$ cat src/rtl/xbus_ctl.sv
module xbus_ctl #(
  parameter int AW = 16,
  parameter int DW = 16,
  parameter logic [AW-1:0] ROM_LO  = 16'h2000,
  parameter logic [AW-1:0] ROM_HI  = 16'h5FFF,
  parameter logic [AW-1:0] REG_TOP = 16'h01FF
) (
  input  logic          clk,
  input  logic          rst_n,
  input  logic          cfg_dyn_width,
  input  logic          cfg_adv,
  input  logic          cfg_wrl,
  input  logic          cfg_wrh,
  input  logic          ea_i,
  input  logic          req_valid,
  input  logic          req_we,
  input  logic          req_inst,
  input  logic [AW-1:0] req_addr,
  input  logic [1:0]    req_be,
  input  logic [DW-1:0] req_wdata,
  output logic          ack_o,
  output logic          int_hit_o,
  output logic [DW-1:0] rdata_o,
  input  logic [DW-1:0] ad_i,
  output logic [DW-1:0] ad_o,
  output logic          ad_oe_o,
  output logic          addr_strb_o,
  output logic          rd_n_o,
  output logic          wr_n_o,
  output logic          bhe_n_o,
  output logic          inst_o,
  input  logic          buswidth_i,
  input  logic          ready_i,
  input  logic          hold_i,
  output logic          hlda_o,
  output logic          breq_o,
  output logic          weak_o
);
  localparam int BW = DW / 2;

  typedef enum logic [2:0] {S_IDLE, S_HOLD, S_P0, S_P1, S_P2, S_WA, S_WB, S_P3} st_t;

  st_t           st;
  logic [AW-1:0] c_addr;
  logic [1:0]    c_be;
  logic          c_we, c_inst, c_wide, c_second;
  logic [DW-1:0] c_wdata;

  wire req_int = (ea_i && req_addr >= ROM_LO && req_addr <= ROM_HI) ||
                 (!req_inst && req_addr <= REG_TOP);

  wire data_win = (st == S_P2) || (st == S_WA) || (st == S_WB) || (st == S_P3);
  wire strb_win = (st == S_P1) || data_win;
  wire in_cyc   = (st == S_P0) || strb_win;
  wire a0       = c_addr[0];
  wire even_wr  = c_wide ? c_be[0] : ~a0;
  wire odd_wr   = c_wide ? c_be[1] : a0;
  wire wr_win   = c_we && data_win;
  wire [BW-1:0] nbyte = a0 ? c_wdata[DW-1:BW] : c_wdata[BW-1:0];

  assign ad_oe_o     = (st == S_P0) || wr_win;
  assign ad_o        = (st == S_P0) ? c_addr
                     : (c_wide ? c_wdata : {c_wdata[DW-1:BW], nbyte});
  assign addr_strb_o = cfg_adv ? !(in_cyc && st != S_P3) : (st == S_P0);
  assign rd_n_o      = !(!c_we && strb_win);
  assign wr_n_o      = !(wr_win && (!cfg_wrl || even_wr));
  assign bhe_n_o     = !(wr_win && (cfg_wrh ? odd_wr : (c_wide && c_be[1])));
  assign inst_o      = in_cyc && !c_we && c_inst;
  assign hlda_o      = (st == S_HOLD);
  assign weak_o      = (st == S_HOLD);
  assign breq_o      = (st == S_HOLD) && req_valid && !req_int;

  always_ff @(posedge clk or negedge rst_n) begin
    if (!rst_n) begin
      st        <= S_IDLE;
      c_addr    <= '0;
      c_be      <= '0;
      c_we      <= 1'b0;
      c_inst    <= 1'b0;
      c_wide    <= 1'b0;
      c_second  <= 1'b0;
      c_wdata   <= '0;
      rdata_o   <= '0;
      ack_o     <= 1'b0;
      int_hit_o <= 1'b0;
    end else begin
      ack_o     <= 1'b0;
      int_hit_o <= 1'b0;
      case (st)
        S_IDLE: begin
          if (hold_i) begin
            st <= S_HOLD;
          end else if (req_valid && !ack_o) begin
            if (req_int) begin
              ack_o     <= 1'b1;
              int_hit_o <= 1'b1;
            end else begin
              c_addr   <= {req_addr[AW-1:1], ~req_be[0]};
              c_be     <= req_be;
              c_we     <= req_we;
              c_inst   <= req_inst;
              c_wdata  <= req_wdata;
              c_second <= 1'b0;
              st       <= S_P0;
            end
          end
        end
        S_HOLD: if (!hold_i) st <= S_IDLE;
        S_P0:   st <= S_P1;
        S_P1: begin
          c_wide <= cfg_dyn_width && buswidth_i;
          st     <= S_P2;
        end
        S_P2, S_WB: st <= ready_i ? S_P3 : S_WA;
        S_WA:       st <= S_WB;
        S_P3: begin
          if (!c_we) begin
            if (c_wide)  rdata_o             <= ad_i;
            else if (a0) rdata_o[DW-1:BW]    <= ad_i[BW-1:0];
            else         rdata_o[BW-1:0]     <= ad_i[BW-1:0];
          end
          if (!c_wide && !c_second && c_be == 2'b11) begin
            c_second  <= 1'b1;
            c_addr[0] <= 1'b1;
            st        <= S_P0;
          end else begin
            ack_o <= 1'b1;
            st    <= S_IDLE;
          end
        end
        default: st <= S_IDLE;
      endcase
    end
  end
endmodule

$ cat config.mk
export PLATFORM = sky130hd
export DESIGN_NAME = xbus_ctl
export DESIGN_NICKNAME = d
export VERILOG_FILES = /design/src/rtl/xbus_ctl.sv
export SDC_FILE = /design/constraint.sdc
export NUM_CORES = 1
export LEC_CHECK = 0
export BUFFER_PORTS_ARGS = -buffer_cell sky130_fd_sc_hd__buf_2
export CORE_MARGIN = 3
export CORE_UTILIZATION = 39
export CTS_CLUSTER_DIAMETER = 150
export DETAILED_ROUTE_END_ITERATION = 10
export GPL_TIMING_DRIVEN = 0
export PLACE_DENSITY = 0.71
export REMOVE_ABC_BUFFERS = 1
export SLEW_MARGIN = 20
export SYNTH_ARGS = -nofsm -noshare
export SYNTH_HDL_FRONTEND = slang
export SYNTH_SLANG_ARGS = --single-unit
export TNS_END_PERCENT = 5
$ cat constraint.sdc
create_clock -name clk -period 1.59 [get_ports clk]
set_input_delay 0 -clock clk [delete_from_list [all_inputs] [get_ports clk]]
set_output_delay 0 -clock clk [all_outputs]
set_load 0.02 [all_outputs]
==> metrics.md <==
| Metric | Value |
|---|---|
| Pin count of the biggest net entering global routing | `60` |
| Clock Latency Late Sink | `0.34 ns` |
| CTS tree | `yes` |
| Clock tree root driver cell | `clkbuf_8` |
| CTS buffer count | `9` |
| CP most frequent cell | `buf_6` |
| Max_slew headroom | `0.506` |
| Vias in the first global route | `2,689` |
| GR Util All Layers | `0.208` |
| Worst-path cell with the longest stage delay | `dfrtp_2` |
| Finished Core Util | `0.656` |
| Pre-CTS WS | `-0.604 ns` |
| NumNets Final | `468` |
| Most common cell after layout, fill and taps aside | `buf_2` |
| Hold Path Stages | `5` |
| First-pass GRT wire length | `13.7 mm` |
| Post-layout min period | `1.73 ns` |
| Critical path capture point type | `output pin` |
| PwrDens | `1890 nW/um^2` |
| Reg clk slew, reported paths | `0.06 ns` |
| Detail Placement HPWL | `4.65 mm` |
| Post-synthesis cell count | `227` |
| Final hold viol count | `0` |
| I/O Buffers | `104` |
| R2r worst-path depth | `5` |
| Setup TNS | `-4.62 ns` |
| Most area-consuming cells after synthesis | `dfrtp_1, mux2_4, mux2_2` |
| Ys Warns | `0` |
| Average cell area after synthesis | `12.9 sq um` |
| Die Ht | `92.7 um` |
| Synthesis-stage register bit count | `59` |
| Maximum vdd drop | `0.000987 V` |
| Hold EP | `st[1]` |
| Fill cells | `552` |
| Syn-to-layout area delta | `57.3%` |
| Crit path max-delay family | `flip-flops` |
| Vias/cell | `4.83` |
| Crit Path Class | `flop to output pin` |
| Outcome | `finished with violations` |
| Final worst slack | `-0.141 ns` |
| Initial core utilization | `0.417` |
| Startpoint type of the worst setup path | `flop` |
| Post-synth cell types | `40` |
| Drc violations | `0` |
| Clock Path Buffers | `2` |
| Total of max-cap violations | `0` |
| 1st-pass router iterations | `6` |
| Final worst-path cycle share | `1.09` |
| Failing checks | `setup timing` |
| Hold_sp | `ready_i` |
| 1st-iter DRT viols | `52` |
| Clock sinks | `59` |
| Die X | `92.7 um` |
| Flop-to-flop setup slack | `-0.10 ns` |
| GP Congestion | `0.836` |
| Num rows | `30` |
| Yosys top cell area share | `0.504` |
| Critical path origin | `st[2]` |
| Slew @ Worst Pin | `0.740 ns` |
| Core footprint | `7020 sq um` |
| Worst Path Arrival | `1.73 ns` |
| Seq/Total Area, Yosys | `0.504` |
| H-Tree Depth | `3` |
| Worst-path cell chain | `nor3b_4, buf_6, mux2_4, buf_6` |
| Max Slew Vio Count | `0` |
| WP data required | `1.59 ns` |
| Ant diodes | `0` |
| I/O pin cnt | `106` |
| Unrepaired setup endpoints after global routing | `true` |
| Max Fclk | `0.578 GHz` |
| ANT nets after route | `0` |
| Reg-to-Reg Start | `st[2]` |
| Worst R2R End | `rdata_o[5]` |
| Post-detailed-routing wire length | `8.62 mm` |
| Synth area leader | `dfrtp_1` |
| Die ar. | `8590 sq um` |
| Hold WC Path Type | `input pin to flop` |
| CP bufs+invs | `2` |
| Share of cells above drive strength 1 | `0.528` |
| Initial antenna violation count | `0` |
| Overflow after GRT | `0` |
| Lkg Pwr | `0.00220 uW` |
| Max Clock Skew | `0.0127 ns` |
| Most frequent cells in the layout | `buf_2, dlygate4sd3_1, dfrtp_1` |
| Final setup violation count | `67` |
| Cell Area, Synth | `2930 sq um` |
| Peak fanout along the critical path | `7` |
| Vias | `2,441` |
| DR WL/cell | `17.1 um` |
| Crit path largest cell delay | `0.46 ns` |
synthesized netlist by cell type (all sizes together):
cell type	count
a21oi	10
dfrtp	59
a31oi	2
mux2	51
mux2i	16
and3	2
nand2b	2
o21ai	11
xnor2	1
xor2	1
o211ai	1
or2	1
nor3b	3
nand2	16
buf	8
a32oi	1
nor3	3
nor4	2
nor2b	3
nand4bb	1
and2	2
a41o	1
nor2	14
a22o	1
nand3b	1
clkbuf	6
nand3	3
o31ai	1
a21o	1
and3b	1
inv	2
kinds of logic (layout without fill, tap and decap cells):
| group | Yosys count | after routing | share of synthesized area |
|---|---|---|---|
| multiplexers | 67 | 67 | 0.287 |
| flip-flops | 59 | 59 | 0.504 |
| AND/OR/NAND/NOR | 54 | 55 | 0.100 |
| AO/OA/AOI/OAI | 29 | 29 | 0.0572 |
| buffers and inverters | 16 | 197 | 0.0457 |
| XOR/XNOR | 2 | 2 | 0.00598 |
final cells by class:
cell class	count	area, sq um	area share
timing repair buffer	180	1380	0.300
inverter	2	7.51	0.00163
multi-input combinational	153	1440	0.313
clock inverter	5	30.0	0.00652
sequential	59	1490	0.322
clock buffer	10	138	0.0299
tap	96	120	0.0261
per-stage QoR:
step                hold slack [ns]  cells  cell area (sq um)  total power (uW)
detailed placement            0.113    414               3470              6380
global placement              0.192    413               3440              6220
finish                       0.0813    505               4610              8720
global route                 0.0872    505               4610              9230
floorplan                    -0.296    213               2800              5190
CTS                          0.0654    504               4530              8410
power breakdown:
part	switching, uW	internal (uW)	total [uW]	leakage (uW)
Sequential	612	2220	2840	0.000707
Clock	596	589	1190	0.0000839
Combinational	2210	2490	4700	0.00141
per-layer routing:
layer | up-vias | global-route usage | part of all wire
li1 | 1163 | - | -
met1 | 1178 | 0.250 | 0.40
met3 | 21 | 0.0479 | 0.042
met2 | 79 | 0.360 | 0.53
met4 | 0 | 0.0818 | 0.027
met5 | - | 0 | 0
flip-flops by register name, summed over array words and instances, names as in the netlist:
signal and count:
ack_o 1, c_addr 16, c_be 2, c_inst 1, c_second 1, c_wdata 16, c_we 1, c_wide 1
int_hit_o 1, rdata_o 16, st 3
worst register-to-register path: cells and delay by family, from the launching register on:
family                 cells  cell delay (ns)
buffers and inverters      2             0.30
DFF                        1             0.44
and+or+nand+nor            2             0.50
muxes                      1             0.34
repair_timing:
action	4_1_cts	5_1_grt
pin swaps	6	2
hold buffers	55	0
buffers inserted	19	1
gates resized for setup	50	23
endpoints found under the hold margin	114	0
endpoints found under the setup margin	73	72
gates cloned	1	0
how the worst max path moves through the flow:
stage / to / slack (ns) / cells past startpoint
CTS: ad_o[13] / -0.12 / 4
global placement: ad_o[9] / -0.82 / 3
finish: ad_o[13] / -0.14 / 4
global route: ad_o[13] / -0.20 / 4
floorplan: c_addr[15] / -0.30 / 4
detailed placement: c_addr[5] / -0.60 / 4
(Power assumes the default switching activity.)
